### config.mk
export PLATFORM = sky130hd
export DESIGN_NAME = bch_fix_applier
export DESIGN_NICKNAME = d
export VERILOG_FILES = /design/src/rtl/bch_fix_pkg.sv /design/src/rtl/bch_fix_ctrl.sv /design/src/rtl/bch_fix_dp.sv /design/src/rtl/bch_fix_applier.sv
export SDC_FILE = /design/constraint.sdc
export NUM_CORES = 1
export LEC_CHECK = 0
export ABC_CLOCK_PERIOD_IN_PS = 2290
export BUFFER_PORTS_ARGS = -buffer_cell sky130_fd_sc_hd__buf_2
export CORE_ASPECT_RATIO = 1.2
export CORE_MARGIN = 2
export CORE_UTILIZATION = 45
export DETAILED_ROUTE_END_ITERATION = 12
export GPL_TIMING_DRIVEN = 0
export PLACE_DENSITY = 0.78
export SETUP_SLACK_MARGIN = 0.02
export SYNTH_ARGS = -nofsm -noshare
export SYNTH_HDL_FRONTEND = slang
export SYNTH_SLANG_ARGS = --single-unit
export TNS_END_PERCENT = 10
### constraint.sdc
create_clock -name clk -period 2.29 [get_ports clk]
set_input_delay 0.1145 -clock clk [delete_from_list [all_inputs] [get_ports clk]]
set_output_delay 0.1145 -clock clk [all_outputs]
set_load 0.005 [all_outputs]
### src/rtl/bch_fix_pkg.sv
package bch_fix_pkg;
  typedef struct packed {
    logic latchSec;
    logic capture;
    logic step;
    logic report;
  } fixStrobes_t;

  typedef enum logic [1:0] {
    ST_IDLE   = 2'd0,
    ST_WAIT   = 2'd1,
    ST_ISSUE  = 2'd2,
    ST_REPORT = 2'd3
  } fixState_t;
endpackage

### src/rtl/bch_fix_ctrl.sv
module bch_fix_ctrl
  import bch_fix_pkg::*;
(
  input  logic        clk,
  input  logic        rstN,
  input  logic        start,
  input  logic        doneHit,
  input  logic        liveBad,
  input  logic        liveZero,
  input  logic        lastIdx,
  output fixStrobes_t strobes
);
  fixState_t state, nextState;

  always_comb begin
    nextState = state;
    strobes   = '0;
    unique case (state)
      ST_IDLE: if (start) begin
        strobes.latchSec = 1'b1;
        nextState = ST_WAIT;
      end
      ST_WAIT: if (doneHit) begin
        strobes.capture = 1'b1;
        nextState = (liveBad || liveZero) ? ST_REPORT : ST_ISSUE;
      end
      ST_ISSUE: begin
        strobes.step = 1'b1;
        if (lastIdx) nextState = ST_REPORT;
      end
      ST_REPORT: begin
        strobes.report = 1'b1;
        nextState = ST_IDLE;
      end
      default: nextState = ST_IDLE;
    endcase
  end

  always_ff @(posedge clk) begin
    if (!rstN) state <= ST_IDLE;
    else       state <= nextState;
  end


  wait_done_chk: assert property (@(posedge clk) disable iff (!rstN)
    (state == ST_ISSUE && $past(state) == ST_WAIT) |-> $past(doneHit));


  busy_ignore_chk: assert property (@(posedge clk) disable iff (!rstN)
    (state != ST_IDLE) |-> !strobes.latchSec);
endmodule

### src/rtl/bch_fix_dp.sv
module bch_fix_dp
  import bch_fix_pkg::*;
#(
  parameter int SECTOR_BYTES = 512,
  parameter int META_BYTES   = 8,
  parameter int MAX_ERRS     = 12,
  parameter int NUM_SECTORS  = 8,
  parameter int LOC_W        = 13,
  localparam int NUM_WORDS   = (MAX_ERRS + 1) / 2,
  localparam int SEC_W       = $clog2(NUM_SECTORS),
  localparam int BYTE_W      = $clog2(SECTOR_BYTES),
  localparam int CNT_W       = 4
)(
  input  logic                     clk,
  input  logic                     rstN,
  input  fixStrobes_t              strobes,
  input  logic [SEC_W-1:0]         sectorIdx,
  input  logic [NUM_SECTORS-1:0]   doneFlags,
  input  logic [NUM_SECTORS*CNT_W-1:0] errCounts,
  input  logic [NUM_WORDS*32-1:0]  locWords,
  output logic                     doneHit,
  output logic                     liveBad,
  output logic                     liveZero,
  output logic                     lastIdx,
  output logic                     dataFlip,
  output logic                     metaFlip,
  output logic [BYTE_W-1:0]        flipByte,
  output logic [7:0]               flipMask,
  output logic                     resultValid,
  output logic                     uncorrectable,
  output logic [CNT_W-1:0]         fixedCount
);
  localparam logic [LOC_W-1:0] DATA_END = LOC_W'(SECTOR_BYTES * 8);
  localparam logic [LOC_W-1:0] META_END = LOC_W'((SECTOR_BYTES + META_BYTES) * 8);
  localparam logic [LOC_W-4:0] META_BASE = (LOC_W-3)'(SECTOR_BYTES);
  localparam logic [CNT_W-1:0] BAD_CODE = '1;
  localparam logic [CNT_W-1:0] MAX_CNT  = CNT_W'(MAX_ERRS);

  logic [SEC_W-1:0]        secReg;
  logic [NUM_WORDS*32-1:0] locReg;
  logic [CNT_W-1:0]        cntReg, idx, fixCnt, liveCnt;
  logic                    badReg;
  logic [31:0]             curWord;
  logic [LOC_W-1:0]        curLoc;
  logic [LOC_W-4:0]        byteFull, metaByte;
  logic                    inData, inMeta;

  assign liveCnt  = errCounts[secReg*CNT_W +: CNT_W];
  assign doneHit  = doneFlags[secReg];
  assign liveBad  = (liveCnt == BAD_CODE) || (liveCnt > MAX_CNT);
  assign liveZero = (liveCnt == '0);
  assign lastIdx  = (idx == cntReg - 1'b1);

  assign curWord  = locReg[idx[CNT_W-1:1]*32 +: 32];
  assign curLoc   = idx[0] ? curWord[16 +: LOC_W] : curWord[0 +: LOC_W];
  assign byteFull = curLoc[LOC_W-1:3];
  assign metaByte = byteFull - META_BASE;
  assign inData   = (curLoc < DATA_END);
  assign inMeta   = !inData && (curLoc < META_END);

  assign dataFlip      = strobes.step && inData;
  assign metaFlip      = strobes.step && inMeta;
  assign flipByte      = inMeta ? metaByte[BYTE_W-1:0] : byteFull[BYTE_W-1:0];
  assign flipMask      = 8'b1 << curLoc[2:0];
  assign resultValid   = strobes.report;
  assign uncorrectable = strobes.report && badReg;
  assign fixedCount    = fixCnt;

  always_ff @(posedge clk) begin
    if (!rstN) begin
      secReg <= '0;
      locReg <= '0;
      cntReg <= '0;
      idx    <= '0;
      fixCnt <= '0;
      badReg <= 1'b0;
    end else begin
      if (strobes.latchSec) secReg <= sectorIdx;
      if (strobes.capture) begin
        locReg <= locWords;
        cntReg <= liveCnt;
        badReg <= liveBad;
        idx    <= '0;
        fixCnt <= '0;
      end else if (strobes.step) begin
        idx <= idx + 1'b1;
        if (inData || inMeta) fixCnt <= fixCnt + 1'b1;
      end
    end
  end


  pulse_once_chk: assert property (@(posedge clk) disable iff (!rstN)
    resultValid |=> !resultValid);


  parity_skip_chk: assert property (@(posedge clk) disable iff (!rstN)
    (strobes.step && !dataFlip && !metaFlip) |=> (fixCnt == $past(fixCnt)));


  bad_noflip_chk: assert property (@(posedge clk) disable iff (!rstN)
    badReg |-> !(dataFlip || metaFlip));


  one_flip_chk: assert property (@(posedge clk) disable iff (!rstN)
    $onehot0({dataFlip, metaFlip}));
endmodule

### src/rtl/bch_fix_applier.sv
module bch_fix_applier
  import bch_fix_pkg::*;
#(
  parameter int SECTOR_BYTES = 512,
  parameter int META_BYTES   = 8,
  parameter int MAX_ERRS     = 12,
  parameter int NUM_SECTORS  = 8,
  parameter int LOC_W        = 13,
  localparam int NUM_WORDS   = (MAX_ERRS + 1) / 2,
  localparam int SEC_W       = $clog2(NUM_SECTORS),
  localparam int BYTE_W      = $clog2(SECTOR_BYTES)
)(
  input  logic                       clk,
  input  logic                       rstN,
  input  logic                       start,
  input  logic [SEC_W-1:0]           sectorIdx,
  input  logic [NUM_SECTORS-1:0]     doneFlags,
  input  logic [NUM_SECTORS*4-1:0]   errCounts,
  input  logic [NUM_WORDS*32-1:0]    locWords,
  output logic                       dataFlip,
  output logic                       metaFlip,
  output logic [BYTE_W-1:0]          flipByte,
  output logic [7:0]                 flipMask,
  output logic                       resultValid,
  output logic                       uncorrectable,
  output logic [3:0]                 fixedCount
);
  fixStrobes_t strobes;
  logic doneHit, liveBad, liveZero, lastIdx;

  bch_fix_ctrl u_ctrl (
    .clk(clk), .rstN(rstN), .start(start), .doneHit(doneHit),
    .liveBad(liveBad), .liveZero(liveZero), .lastIdx(lastIdx),
    .strobes(strobes)
  );

  bch_fix_dp #(
    .SECTOR_BYTES(SECTOR_BYTES), .META_BYTES(META_BYTES),
    .MAX_ERRS(MAX_ERRS), .NUM_SECTORS(NUM_SECTORS), .LOC_W(LOC_W)
  ) u_dp (
    .clk(clk), .rstN(rstN), .strobes(strobes), .sectorIdx(sectorIdx),
    .doneFlags(doneFlags), .errCounts(errCounts), .locWords(locWords),
    .doneHit(doneHit), .liveBad(liveBad), .liveZero(liveZero),
    .lastIdx(lastIdx), .dataFlip(dataFlip), .metaFlip(metaFlip),
    .flipByte(flipByte), .flipMask(flipMask), .resultValid(resultValid),
    .uncorrectable(uncorrectable), .fixedCount(fixedCount)
  );
endmodule

Word level (Yosys, flattened, before mapping) --
Index checks and enable logic that the tools add are counted. W data, S select, Z words.
Word-level totals: logic and storage cells 55, input bits 238, flip-flop bits (word level) 210
Operators by class: shift-type cells 3, bitwise gates (word level) 1, magnitude comparators 4, add/sub/neg operators 4, mux-type cells 15, equality and inequality tests 8, reduce and logical (&&, ||, !) cells 13
Operator list (number):
- $shiftx A192 B9 Y29 | 1
- $shiftx A32 B6 Y4 | 1
- $lt A13 B13 Y1 const B | 2
- $mux W13 | 1
- $mux W9 | 1
- $sub A9 B1 Y9 const B | 1
- $add A4 B1 Y4 const B | 2
- $mux W1 | 8
- $pmux W2 S4 | 1
- $shl A1 B3 Y8 const A | 1
- $mux W2 | 3
- $ne A2 B2 Y1 const B | 3
- $eq A2 B2 Y1 const B | 2
- $eq A4 B4 Y1 | 1
- $eq A4 B4 Y1 const B | 1
- $gt A4 B4 Y1 const B | 1
- $logic_and A1 B1 Y1 | 4
- $logic_not A4 Y1 | 1
- $lt A3 B4 Y1 const B | 1
- $sub A4 B1 Y4 const B | 1
- $bmux W1 S3 | 1
- $logic_or A1 B1 Y1 | 3
- $reduce_and A3 Y1 | 1
- $eq A2 B1 Y1 const B | 1
- other kinds (5) | 5

Longest topological paths before layout --
depth after elaboration 7, gate-level depth with buffers 10, gate-level depth less buffers 8

By module --
A second synthesis with hierarchy kept.
Unflattened totals: cells, all modules 784, area total of the unflattened synthesis 8632.0 um^2
Modules (own cells, without submodules):
- bch_fix_dp | cells each 761, times used 1, area an instance 8418.1 um^2, seq. area each 3443.3 um^2
- bch_fix_ctrl | cells each 23, times used 1, area an instance 214.0 um^2, seq. area each 40.0 um^2

Worst setup path after synthesis --
No wires, ideal clock.
path kind register to register, from register u_dp.idx[1], to register u_dp.fixCnt[3], in the netlist u_dp.fixedCount[3], setup slack 57 ps, data arrival time 2138 ps, required time 2195 ps, path buffers 3, stages on the path, launching flop included 10, setup time 95 ps, cells stage by stage dfxtp_1 > buf_6 > buf_12 > buf_6 > mux2_1 > o221ai_2 > a2bb2oi_2 > nand4_2 > or4b_1 > o311ai_1
Between the ends: cells in the longest elaborated chain, start to end 7, elaborated cells between the ends (all ways) 8, classes of those cells order compare (2); shift (1); mux (1); reduce/logical (4)
Ends and longest elaborated chain:
- from (decl) | RTL line bch_fix_dp.sv:41 | logic [CNT_W-1:0] cntReg, idx, fixCnt, liveCnt;
- from (signal assigned) | RTL line bch_fix_dp.sv:86 | idx <= idx + 1'b1;
- $shiftx A192 B9 Y29 * | RTL line bch_fix_dp.sv:54 | assign curWord = locReg[idx[CNT_W-1:1]*32 +: 32];
- $mux W13 * | RTL line bch_fix_dp.sv:55 | assign curLoc = idx[0] ? curWord[16 +: LOC_W] : curWord[0 +: LOC_W];
- $lt A13 B13 Y1 | RTL line bch_fix_dp.sv:58 | assign inData = (curLoc < DATA_END);
- $logic_not A1 Y1 | RTL line bch_fix_dp.sv:59 | assign inMeta = !inData && (curLoc < META_END);
- $logic_and A1 B1 Y1 | RTL line bch_fix_dp.sv:59
- $logic_or A1 B1 Y1 * | RTL line bch_fix_dp.sv:87 | if (inData || inMeta) fixCnt <= fixCnt + 1'b1;
- $reduce_and A2 Y1 (no source line) *
- to (signal assigned) | RTL line bch_fix_dp.sv:87
- to (decl) | RTL line bch_fix_dp.sv:41
Mark *: on every way between the ends. The rest lies on a longest branch, timed or not. A chain may end at the register's enable or synchronous reset.

Final worst setup path --
Ends and elaborated chain as after synthesis.

==> key figures <==
Detailed routing
  • DRC: 0
  • Antenna viol nets, final: 0
  • Total wire length: 34700 um
  • Top routing layer used: met4
  • Met2 wire len: 16610 um
  • Met3 wire len: 3643 um
  • Drt pass-1 iters: 6
  • Vias: 9553
  • Initial drt markers: 1271
  • Routed len/inst: 21.36 um
  • Avg Vias per Cell: 5.879
  • Wl on met1: 11910 um

Die
  • Die width: 127.1 um
  • Initial core utilization: 0.4539
  • Core Box Area: 0.01804 mm^2
  • Die Ht: 151.8 um
  • Die area: 0.01929 mm^2
  • Cell row count: 54
  • Top-Level Pins: 263

Global routing
  • Vias in the first global route: 9308
  • Largest net degree at the start of global routing: 17
  • GR Util All Layers: 0.3487
  • Remaining global-route overflow: 0
  • First-pass GRT wire length: 50350 um
  • Initial antenna violation count: 1

Yosys
  • Number of synthesized flops with an enable pin: 0
  • Post-Synthesis Cells: 947
  • Async SR Flop Fraction: 0
  • Synthesized cell area: 0.008188 mm^2
  • Yosys warning count: 0
  • Ys flop type: dfxtp_1
  • Syn nets: 1193
  • Synth unique cells: 56
  • Synthesized flop and latch total: 174
  • Sequential cell area fraction in the yosys report: 0.4254
  • Post-synthesis area per instance: 8.646 um^2

STA
  • RSZ-0062 raised after global routing: yes
  • Max Slew Vio Count: 0
  • Final WS setup: -0.3703 ns
  • Final hold violations: 0
  • Slew of the pin with the lowest slew margin: 0.8062 ns
  • Fin crit period: 2.660 ns
  • Worst rel slew slack: 0.4625
  • Min Hold Slack: 0.07592 ns
  • Clock skew: 0.009211 ns
  • Final period util: 1.162
  • FMAX: 375.9 MHz
  • Final setup viols: 42

CTS
  • Total clock buffers created by CTS: 17
  • Worst skew pair latency: 0.45 ns
  • CTS clk-pin slew, worst paths: 0.07 ns
  • Clk sinks: 174
  • Longest Clk Path Bufs: 2
  • TritonCTS clock tree: yes
  • Root Buffer: clkbuf_16
  • Htree depth: 4

Pwr
  • Power per cell area: 917.2 mW/mm^2
  • Switching Share: 0.3578
  • Clock power frac: 0.271
  • Cell leakage power: 5.016 nW
  • Combinational share of power: 0.392
  • Maximum VDD drop: 0.7804 mV
  • Sequential power share: 0.337
  • Net Switching: 4.152 mW
  • Int Power: 7.454 mW

Worst setup path
  • Worst R2R Start: u_dp.idx[1]$_SDFFE_PP0P_
  • CP max FO: 10
  • Crit path capture type: register
  • Slowest stage cell, crit path: or4b_1
  • Worst path arrival time: 3.01 ns
  • Worst setup path start: u_dp.idx[1]$_SDFFE_PP0P_
  • Data required, critical path: 2.64 ns
  • Reg2reg setup slack: -0.37 ns
  • Cell mode on critical path: buf_12
  • Critical R2R Capture: u_dp.fixedCount[3]$_SDFFE_PP0P_
  • Startpoint Class: register
  • Worst-path cell chain: buf_12 -> buf_12 -> buf_12 -> mux2i_1 -> a221oi_1 -> a22oi_2 -> nand3_2 -> buf_6 -> or4b_1 -> o311ai_1
  • WS Path Type: register to register
  • WP buf/inv: 4
  • Crit path max-delay family: simple AND/OR/NAND/NOR gates
  • Worst Reg-to-Reg Cells: 10
  • Max incr delay on CP: 0.51 ns

Flow run
  • Max-Cap Viols: 0

Place
  • Placed Area: 0.009599 mm^2
  • Port bufs: 226
  • DP HPWL: 20800 um
  • Post-Place Worst Slack: -0.6253 ns
  • Placer congestion estimate: 0.9225

Layout
  • Fillers: 1177
  • Nets: 1633
  • Share of cells above drive strength 1: 0.3179
  • Area delta synth->final: 54.54%
  • Final Cell Area: 0.01265 mm^2
  • Core Util, Final: 0.7014

Min path
  • Hold Crit Start: start
  • Hold Path Class: input port to register
  • WHS Path Cells: 4
  • Hold EP: u_dp.secReg[0]$_SDFFE_PN0P_

Outcome
  • Failing checks: setup timing
  • Status: finished, violations left
-- how the worst max path moves through the flow --
stage / endpoint / slack, ns / cells after the start
floorplan: u_dp.fixedCount[3]$_SDFFE_PP0P_ / 0.06 / 9
global placement: flipMask[7] / -0.62 / 8
detailed placement: flipMask[7] / -0.63 / 8
CTS: flipMask[1] / -0.33 / 10
global route: flipMask[1] / -0.43 / 9
finish: u_dp.fixedCount[3]$_SDFFE_PP0P_ / -0.37 / 10
-- cell families after synthesis --
logic type | Yosys count | share of synthesized area
simple gates | 398 | 0.1970
compound gates | 197 | 0.1488
buf+inv | 90 | 0.05241
fa+ha+maj | 8 | 0.01223
mux | 71 | 0.1545
flops | 174 | 0.4254
xor+xnor | 9 | 0.009628
-- power by group through the flow --
stage / registers [mW] / clock network, mW / logic [mW]
CTS: 3.85 / 3.11 / 3.94
detailed placement: 3.91 / 0 / 3.24
floorplan: 3.80 / 0 / 2.22
finish: 3.91 / 3.15 / 4.55
global route: 3.93 / 3.26 / 4.80
global placement: 3.89 / 0 / 3.18
-- cells in the final DEF, fill, tap and decap left out, drive strengths merged, types with 5 or more instances in the layout --
cell type,instances
nand3,5
inv,18
dfxtp,174
a21boi,43
clkinv,5
mux2i,19
buf,296
nor2,24
clkbuf,54
mux4,41
dlygate4sd3,162
o21ai,8
ha,8
a21oi,119
nor3,8
nand2,331
nand2b,5
mux2,11
a221oi,6
xnor2,8
-- sequential cells by signal, indices dropped and copies added (netlist names) --
name / flops
u_ctrl.state: 2
u_dp.badReg: 1
u_dp.cntReg: 4
u_dp.fixedCount: 4
u_dp.idx: 4
u_dp.locReg: 156
u_dp.secReg: 3
-- area by class of cell --
type                       instances  area [um^2]  area share
clock inverter                    14        191.4     0.01513
clock buffer                      18        439.2     0.03471
multi-input combinational        683         4564      0.3607
timing repair buffer             422         3094      0.2445
sequential                       174         3490      0.2758
inverter                          17        63.81    0.005043
buffer                            72        528.0     0.04173
antenna                            1        2.502   0.0001978
tap                              224        280.3     0.02215
-- routing by layer --
metal / track usage / up-vias
met5: 0 / -
met2: 0.5879 / 766
li1: - / 4116
met1: 0.4052 / 4450
met4: 0.2022 / 0
met3: 0.08708 / 221
-- cells in the mapped netlist, drive strengths merged, types with 3 or more instances --
cell type | instances | area [um^2]
and3 | 4 | 25.02
nor2b | 4 | 25.02
ha | 8 | 100.1
nor2 | 24 | 92.59
mux4 | 41 | 930.9
a21oi | 119 | 595.6
dfxtp | 174 | 3483
nor3b | 4 | 30.03
mux2 | 11 | 131.4
o221ai | 4 | 47.55
a221oi | 6 | 52.55
a22oi | 3 | 22.52
o21ai | 8 | 40.03
xnor2 | 8 | 70.07
nand2b | 5 | 31.28
a21boi | 43 | 322.8
inv | 17 | 63.81
nand3 | 5 | 25.02
nor3 | 8 | 40.04
nand2 | 331 | 1242
buf | 32 | 211.5
a2bb2oi | 3 | 45.04
clkbuf | 41 | 153.9
mux2i | 19 | 202.7
-- per-stage QoR --
step                std cells  total power, mW  setup TNS (ns)
floorplan                 947            6.028               0
global placement         1397            7.066          -29.90
detailed placement       1397            7.153          -35.86
CTS                      1615            10.90          -5.621
global route             1625            11.99          -10.15
finish                   1625            11.61          -6.250
-- worst register-to-register path: stages, from the launching register on --
cell      delay [ns]
dfxtp_4         0.38
buf_12          0.12
buf_12          0.10
buf_12          0.15
mux2i_1         0.34
a221oi_1        0.22
a22oi_2         0.32
nand3_2         0.16
buf_6           0.16
or4b_1          0.51
o311ai_1        0.10
-- repair_timing --
item	4_1_cts	5_1_grt
hold buffers	162	0
endpoints found under the hold margin	159	0
endpoints found under the setup margin	178	185
gates resized for setup	90	68
setup buffers	23	11
gates cloned	1	0
pin swaps	18	12
(Power assumes the default switching activity.)
